[src/rtl/bank_reg_map_pkg.sv]
// Shared encodings for the banked register space translator.
// Assumes an 8-bit address space split into 16-byte groups.
package bank_reg_map_pkg;

    typedef enum logic [1:0] {
        AM_DIRECT   = 2'b00,
        AM_WORKING  = 2'b01,
        AM_INDIRECT = 2'b10,
        AM_IND_ALT  = 2'b11
    } acc_mode_e;

    typedef enum logic [2:0] {
        TK_RAM   = 3'd0,
        TK_WIN_D = 3'd1,
        TK_WIN_F = 3'd2,
        TK_PTR   = 3'd3,
        TK_NONE  = 3'd4
    } tgt_kind_e;

endpackage

[src/rtl/rp_pointer_reg.sv]
// Pointer byte holding the working-group nibble (upper) and the
// expansion-bank nibble (lower). Assumes the caller qualifies the load.
module rp_pointer_reg #(
    parameter int DW = 8
) (
    input  logic          clk,
    input  logic          rst_n,
    input  logic          load,
    input  logic [DW-1:0] din,
    output logic [DW-1:0] q
);

    // Load the pointer on request, clear it on reset.
    always_ff @(posedge clk) begin
        if (!rst_n) begin
            q <= '0;
        end else if (load) begin
            q <= din;
        end
    end

endmodule

[src/rtl/rp_addr_decode.sv]
// Combinational address translation: forms the effective address from
// the access mode and the pointer, then classifies the target.
// Assumes AW is even so the address splits into two equal nibbles.
module rp_addr_decode
    import bank_reg_map_pkg::*;
#(
    parameter int            AW          = 8,
    parameter logic [AW/2-1:0] BANK_D_ID = 4'hD,
    parameter logic [AW/2-1:0] BANK_F_ID = 4'hF,
    parameter logic [AW/2-1:0] SHADOW_GRP = 4'hE,
    parameter logic [AW-1:0] PTR_ADDR    = 8'hFD,
    parameter logic [AW-1:0] RSVD_FIRST  = 8'hF0,
    parameter logic [AW-1:0] RSVD_LAST   = 8'hF5
) (
    input  logic [1:0]    acc_mode,
    input  logic [AW-1:0] acc_addr,
    input  logic [AW-1:0] rp,
    output logic [AW-1:0] eff_addr,
    output tgt_kind_e     kind
);

    localparam int NW = AW / 2;

    logic [NW-1:0] grp;
    logic [NW-1:0] bank;
    logic          is_direct;

    // Form the effective address from the access mode.
    always_comb begin
        if (acc_mode == AM_WORKING) begin
            eff_addr = {rp[AW-1:NW], acc_addr[NW-1:0]};
        end else begin
            eff_addr = acc_addr;
        end
    end

    assign grp       = eff_addr[AW-1:NW];
    assign bank      = rp[NW-1:0];
    assign is_direct = (acc_mode == AM_DIRECT);

    // Classify the effective address into a target, highest priority first.
    always_comb begin
        kind = TK_RAM;
        if (is_direct && (grp == SHADOW_GRP)) begin
            kind = TK_NONE;
        end else if (eff_addr == PTR_ADDR) begin
            kind = TK_PTR;
        end else if ((eff_addr >= RSVD_FIRST) && (eff_addr <= RSVD_LAST)) begin
            kind = TK_NONE;
        end else if (grp == '0) begin
            if (bank == '0) begin
                kind = TK_RAM;
            end else if (bank == BANK_D_ID) begin
                kind = TK_WIN_D;
            end else if (bank == BANK_F_ID) begin
                kind = TK_WIN_F;
            end else begin
                kind = TK_NONE;
            end
        end
    end

endmodule

[src/rtl/rp_ram_store.sv]
// Byte storage for the main register RAM: combinational read, write on
// the rising edge. CLEAR_ON_RST picks whether reset clears the contents.
module rp_ram_store #(
    parameter int AW           = 8,
    parameter int DW           = 8,
    parameter bit CLEAR_ON_RST = 1'b1
) (
    input  logic          clk,
    input  logic          rst_n,
    input  logic          we,
    input  logic [AW-1:0] addr,
    input  logic [DW-1:0] wdata,
    output logic [DW-1:0] rdata
);

    localparam int DEPTH = 1 << AW;

    logic [DW-1:0] mem [DEPTH];

    generate
        if (CLEAR_ON_RST) begin : g_clear
            // Clear every byte on reset, otherwise accept a write.
            always_ff @(posedge clk) begin
                if (!rst_n) begin
                    for (int i = 0; i < DEPTH; i++) begin
                        mem[i] <= '0;
                    end
                end else if (we) begin
                    mem[addr] <= wdata;
                end
            end
        end else begin : g_keep
            // Accept a write; contents survive reset.
            always_ff @(posedge clk) begin
                if (rst_n && we) begin
                    mem[addr] <= wdata;
                end
            end
        end
    endgenerate

    assign rdata = mem[addr];

endmodule

[src/rtl/bank_reg_map.sv]
// Top of the banked register space translator. Decodes each access,
// steers writes to the RAM, the pointer or an expansion window, and
// multiplexes read data. Unimplemented targets read all ones.
module bank_reg_map
    import bank_reg_map_pkg::*;
#(
    parameter int AW = 8,
    parameter int DW = 8
) (
    input  logic          clk,
    input  logic          rst_n,
    input  logic [1:0]    acc_mode,
    input  logic [AW-1:0] acc_addr,
    input  logic          wr_en,
    input  logic [DW-1:0] wr_data,
    output logic [DW-1:0] rd_data,
    output logic [2:0]    tgt_kind,
    output logic [AW-1:0] phys_addr,
    output logic [DW-1:0] rp_value,
    output logic          win_d_sel,
    output logic          win_f_sel,
    output logic [AW/2-1:0] win_idx,
    output logic          win_we,
    input  logic [DW-1:0] win_d_rdata,
    input  logic [DW-1:0] win_f_rdata
);

    localparam int NW = AW / 2;

    logic [AW-1:0] eff_addr;
    tgt_kind_e     kind;
    logic [DW-1:0] rp_q;
    logic [DW-1:0] ram_rdata;
    logic          ram_we;
    logic          ptr_we;

    rp_addr_decode #(.AW(AW)) u_dec (
        .acc_mode (acc_mode),
        .acc_addr (acc_addr),
        .rp       (rp_q),
        .eff_addr (eff_addr),
        .kind     (kind)
    );

    rp_pointer_reg #(.DW(DW)) u_ptr (
        .clk   (clk),
        .rst_n (rst_n),
        .load  (ptr_we),
        .din   (wr_data),
        .q     (rp_q)
    );

    rp_ram_store #(.AW(AW), .DW(DW), .CLEAR_ON_RST(1'b1)) u_ram (
        .clk   (clk),
        .rst_n (rst_n),
        .we    (ram_we),
        .addr  (eff_addr),
        .wdata (wr_data),
        .rdata (ram_rdata)
    );

    assign ram_we    = wr_en && (kind == TK_RAM);
    assign ptr_we    = wr_en && (kind == TK_PTR);
    assign win_d_sel = (kind == TK_WIN_D);
    assign win_f_sel = (kind == TK_WIN_F);
    assign win_idx   = eff_addr[NW-1:0];
    assign win_we    = wr_en && (win_d_sel || win_f_sel);
    assign tgt_kind  = kind;
    assign phys_addr = eff_addr;
    assign rp_value  = rp_q;

    // Select read data from the decoded target.
    always_comb begin
        case (kind)
            TK_RAM:   rd_data = ram_rdata;
            TK_WIN_D: rd_data = win_d_rdata;
            TK_WIN_F: rd_data = win_f_rdata;
            TK_PTR:   rd_data = rp_q;
            default:  rd_data = '1;
        endcase
    end

endmodule

[config.mk]
export PLATFORM = sky130hd
export DESIGN_NAME = bank_reg_map
export DESIGN_NICKNAME = d
export VERILOG_FILES = /design/src/rtl/bank_reg_map_pkg.sv /design/src/rtl/rp_pointer_reg.sv /design/src/rtl/rp_addr_decode.sv /design/src/rtl/rp_ram_store.sv /design/src/rtl/bank_reg_map.sv
export SDC_FILE = /design/constraint.sdc
export NUM_CORES = 2
export LEC_CHECK = 0
export BUFFER_PORTS_ARGS = -buffer_cell sky130_fd_sc_hd__buf_2
export CAP_MARGIN = 15
export CORE_MARGIN = 4
export CORE_UTILIZATION = 45
export DETAILED_ROUTE_END_ITERATION = 7
export HOLD_SLACK_MARGIN = 0.06
export SETUP_SLACK_MARGIN = 0.2
export SYNTH_ARGS = -nofsm -noshare
export SYNTH_HDL_FRONTEND = slang
export SYNTH_SLANG_ARGS = --single-unit
[constraint.sdc]
create_clock -name clk -period 4.3 [get_ports clk]
set_input_delay 0 -clock clk [delete_from_list [all_inputs] [get_ports clk]]
set_output_delay 0 -clock clk [all_outputs]
set_load 0.02 [all_outputs]
After elaboration in Yosys (flattened, before gate mapping)
Memories as Yosys holds them, arrays and structs flattened.
Cells that the tools add are included.
Widths: inputs -> output; s select.
{ "word_totals": {"ff_bits": 8, "ramBits": 2048, "in_bits": 37, "output_inout_bits": 34, "wordCells": 39, "memories": 1} }
{ "op_classes": {"n_lt_le_gt_ge": 2, "eq_ne": 8, "n_mux": 16, "n_reduce_logical": 11} }
{ "memory_table": {"columns": ["name", "words", "word_bits", "rd", "rd_ports_with_merged_regs", "wr", "line", "source"], "rows": [
  ["u_ram.mem", 256, 8, 1, 0, 256, "rp_ram_store.sv:18", "logic [DW-1:0] mem [DEPTH];"]
]} }
{ "ops": {"columns": ["op", "n"], "rows": [
  ["$pmux 8 s4", 1],
  ["$mux 8", 3],
  ["$mux 3", 7],
  ["$eq 4x4->1 const B", 3],
  ["$eq 8x8->1 const B", 1],
  ["$ge 8x8->1 const B", 1],
  ["$le 8x8->1 const B", 1],
  ["$logic_not 4->1", 2],
  ["$reduce_or 8->1", 1],
  ["$eq 3x2->1 const B", 2],
  ["$logic_and 1x1->1", 5],
  ["$mux 1", 5],
  ["$eq 3x1->1 const B", 1],
  ["$logic_not 3->1", 1],
  ["$eq 2x1->1 const B", 1],
  ["$logic_not 2->1", 1],
  ["$logic_or 1x1->1", 1]
]} }

Longest topological paths before layout
{ "logic_depth": {"ltp_word": 15, "ltp_mapped": 12, "depth_no_buf": 7} }

Modules after synthesis
From an unflattened synthesis, not the netlist that was laid out.
{ "unflattened": {"hier_cells": 6310, "hier_area_um2": 94643.3} }
{ "by_module_without_submodules": {"columns": ["mod", "instances", "cells_per_inst", "area_per_inst_um2", "seq_area_each_um2"], "rows": [
  ["rp_ram_store", 1, 6215, 93764.9, 61499.0],
  ["bank_reg_map", 1, 38, 342.8, 0.0],
  ["rp_pointer_reg", 1, 25, 301.5, 160.2],
  ["rp_addr_decode", 1, 32, 234.0, 0.0]
]} }

Worst setup path after synthesis
Ideal clock, no wire load.
{ "synth_path": {"path_type": "register -> register", "from": "reg u_ptr.q[4]", "to": "mem u_ram.mem[103][0] (enable)", "t_arrival_ns": 2.771, "setup_slack_ns": 1.145, "path_stages_with_launch": 10, "path_cell_list": "dfxtp_1 nor2_1 mux2_2 and3_1 nand4b_4 or2_1 or3_1 clkbuf_1 buf_4 o21ai_0"} }
{ "synth_lines": {"columns": ["item", "line", "source"], "rows": [
  ["start, declared", "rp_pointer_reg.sv:10", "output logic [DW-1:0] q"],
  ["start signal, assigned", "rp_pointer_reg.sv:18", "q <= din;"],
  ["end, declared", "rp_ram_store.sv:18", null]
]} }

Worst setup path after layout
{ "layout_path": {"from": "reg u_ptr.q[5]", "to": "out rd_data[0]"} }
{ "layout_between": {"elab_chain_cells": 8, "word_cells_on_any_way": 18, "classes_between": "2 x order compare; 5 x eq/ne; 6 x mux; 4 x reduce/logical; 1 x memory"} }
{ "layout_rtl": {"columns": ["item", "line", "source"], "rows": [
  ["$mux 8 *", "rp_addr_decode.sv:30", "if (acc_mode == AM_WORKING) begin"],
  ["$ge 8x8->1 (tied with other cells)", "rp_addr_decode.sv:48", "end else if ((eff_addr >= RSVD_FIRST) && (eff_addr <= RSVD_LAST)) begin"],
  ["$logic_and 1x1->1 / $mux 3 (equally long branches)", "rp_addr_decode.sv:48, rp_addr_decode.sv:50", null],
  ["$mux 3", "rp_addr_decode.sv:48", null],
  ["$mux 3", "rp_addr_decode.sv:46", "end else if (eff_addr == PTR_ADDR) begin"],
  ["$mux 3", "rp_addr_decode.sv:44", "if (is_direct && (grp == SHADOW_GRP)) begin"],
  ["$eq 3x2->1 (tied with other cells)", "bank_reg_map.sv:74", "case (kind)"],
  ["$pmux 8 s4 *", "bank_reg_map.sv:74", null],
  ["end, declared", "bank_reg_map.sv:16", "output logic [DW-1:0] rd_data,"]
]} }
Mark *: on every way between the ends. The rest lies on a longest branch, timed or not.

==> metrics.cfg <==
[drt]
drt_iter0_drc=8537
ant_nets=0
routed_wl_mm=294
wl_met2_mm=136
vias=58800
remaining_drc_errors=0
vias_per_cell=6.21
firstDrtPassIters=8
drt-met1-wl_mm=113
wl_met3_mm=32.3
highest_layer=met5
wl_per_cell_um=31.1

[logic_synthesis]
async_reset_ff_share_pct=0
netlist_instances=6413
synth-main-ff-cell=edfxtp_1
ys_warn_count=0
synth.distinct_cells=64
yosysSeqAreaShare_pct=67.9
netlist_area_mm2=0.0908
synth_edf_count=2048
synth.avg_cell_area_um2=14.2
ys_ff_latch=2056

[critical_path]
cp_top_family=compound AO/OA/AOI/OAI gates
worstRegToRegCells=10
cp_num_buf_inv=3
worstPathMaxFanout=17
rrSetupSlack_ps=300
cpMostUsedCell=buf_4
start_kind=register
path_cells=nor2_1 -> mux2_2 -> buf_4 -> nand2_1 -> buf_4 -> a21oi_1 -> a32oi_1 -> nand4_1 -> o31ai_2 -> buf_2
end_kind=output pin
r2r-end=u_ram.mem[146][5]
cpPeakStageDelay_ps=490
crit_type=reg -> out
slowest_stage=nand4_1
worstPathArrival_ps=4110
cp.required_ps=4300
timing.rr.start=u_ptr.q[5]

[clock_network]
cts_htree_levels=4
cts.sinks=2056
root_buffer=clkbuf_16
clock_path_buffers=3
cts_tree=yes
insertion_delay_ps=850
clkTransAtPathRegs_ps=60
cts_made_buffers=210

[min_path]
hold_depth=4
holdPathEnd=u_ram.mem[135][2]
hp-class=in -> reg
hold_start=acc_addr[2]

[global_routing]
globalRouteTotalUtil_pct=27.8
grt_pass1_wl_mm=420
grt_pass1_vias=57623
grt_antenna_before_repair=8
overflow=0
grt_max_degree=85

[die]
num_rows=164
io_pins=71
die_h_um=457
dieArea_mm2=0.209
initial_core_util_pct=45.4
fp.coreArea_mm2=0.200
fp.dieW_um=457

[flow_run]
max_cap_viol_count=0

[timing]
setup-violations-final=0
timing.fmax_ghz=0.243
hold_violations=0
slew_violations=0
relSlewSlack_pct=19.2
worst_slack_ps=190
finalCritPeriodShare_pct=95.6
skew_ps=35.4
worst_slew_pin_slew_ps=1200
rsz0062_at_grt=false
period_needed_ps=4110

[power_and_ir_drop]
power_mw=44.1
vdd_drop_max_mv=0.378
powerDensity_mw_per_mm2=425
p_leak_nw=36.3

[cells_and_area]
drive_gt1_share_pct=20.7
layout.cells.non_filler=9465
num-nets-final=6661
fill_cells=16661
syn2layout_area_growth_pct=14.1

[placed_design]
io_buffers=70
dp_cells=9024
globalplace.congestion=0.916
place_ws_ps=-60.0
hpwlAfterDp_mm=192

[outcome]
status=complete, no violations

-- area by class of cell --
cell class	instances	area [um2]	share of cell area (%)
tap	2656	3320	3.21
antenna	13	32.5	0.0314
clock buffer	252	5430	5.24
timing repair buffer	588	4940	4.77
clock inverter	132	1330	1.28
multi-input combinational	3756	26900	25.9
inverter	12	46.3	0.0447
sequential	2056	61700	59.5
-- registers in the layout (all words and copies together), names as in the netlist --
name / count
u_ram.mem: 2048
u_ptr.q: 8
-- metal layers --
metal,global-route usage (%),up-vias
li1,-,24242
met1,38.3,30406
met2,42.6,3554
met3,6.33,596
met4,11.6,2
met5,0,-
-- through the flow --
stage	setup TNS (ps)	hold WS [ps]	cell area, um2	util, %
global placement	-130	406	96200	48.0
floorplan	0	113	91000	-
finish	0	201	104000	51.7
detailed placement	-60.0	410	96300	48.1
global route	0	169	104000	51.7
CTS	0	104	103000	51.6
-- cells by family after synthesis --
family	synth area share [%]
compound gates	4.30
buf+inv	3.16
flops	67.9
mux	13.0
other cells	0.00413
simple gates	11.7
-- what timing repair did --
action                     in CTS  in global routing
resized for setup              22                 27
hold buffers                   20                  0
setup endpoints to repair       8                 98
pin swaps                       1                  1
hold endpoints to repair      384                  0
setup buffers                   5                  3
-- placed cells by master, fill, tap and decap left out, types with 141 or more instances in the layout --
cell type  synthesis  layout
and2_1           156     155
mux2i_1          171     168
nand2_1          261     247
a22oi_1          141     141
clkbuf_16          0     211
o21ai_0          242     229
nor2_1          1691    1685
edfxtp_1        2048    2048
and3_1           209     209
mux4_2           439     439
buf_4             44     439
-- synthesized netlist by cell type, types with 3 or more instances --
library cell	n	area share (%)
edfxtp_1	2048	68
nor2_1	1691	7.0
mux4_2	439	11
clkbuf_1	408	1.7
nand2_1	261	1.1
o21ai_0	242	1.3
and3_1	209	1.4
mux2i_1	171	1.9
buf_2	159	0.88
and2_1	156	1.1
a22oi_1	141	1.2
a21oi_1	47	0.26
buf_4	44	0.36
nand3_1	44	0.24
a221oi_1	34	0.33
a211oi_1	29	0.24
o22ai_1	29	0.20
buf_1	24	0.099
nand2b_1	24	0.17
o221ai_1	18	0.17
mux2_2	15	0.19
nand4_1	14	0.096
nor3_1	13	0.072
a22o_1	12	0.12
a31oi_1	11	0.076
inv_1	11	0.045
nor3_2	11	0.12
o211ai_1	11	0.091
dfxtp_1	8	0.18
nor2b_1	8	0.055
o31ai_1	7	0.058
nand3_2	6	0.066
buf_6	5	0.062
or3_1	5	0.034
a32oi_1	4	0.039
clkbuf_2	4	0.022
a311oi_1	3	0.029
a31o_2	3	0.029
and4_1	3	0.029
nor4_2	3	0.041
nor4bb_1	3	0.033
o2111ai_1	3	0.029
or4_1	3	0.025
-- worst max-delay path by stage --
stage                        endpoint         from  cells past startpoint  slack [ps]
floorplan           u_ram.mem[103][0]   u_ptr.q[4]                      9        1140
global placement           rd_data[6]  acc_addr[0]                     12        -130
detailed placement         rd_data[6]  acc_addr[0]                     12         -60
CTS                        rd_data[7]   u_ptr.q[5]                     10         160
global route               rd_data[7]   u_ptr.q[5]                     11         200
finish                     rd_data[0]   u_ptr.q[5]                     10         190
-- worst register-to-register path, cell delays in order (launching register included) --
cell	delay, ps
dfxtp_1	480
nor2_1	130
mux2_2	310
and3_1	310
nand4b_4	290
nor2_2	150
buf_4	400
nand3_4	290
buf_12	280
o21ai_0	810
buf_4	280
-- report_power, final --
part	internal [mW]	switching, mW	leakage [nW]	total (mW)
registers	22.5	0.164	22.0	22.7
clock network	10.3	7.96	3.31	18.2
logic	1.03	2.13	11.0	3.15
Note: power is estimated with default switching activity, not from simulation.
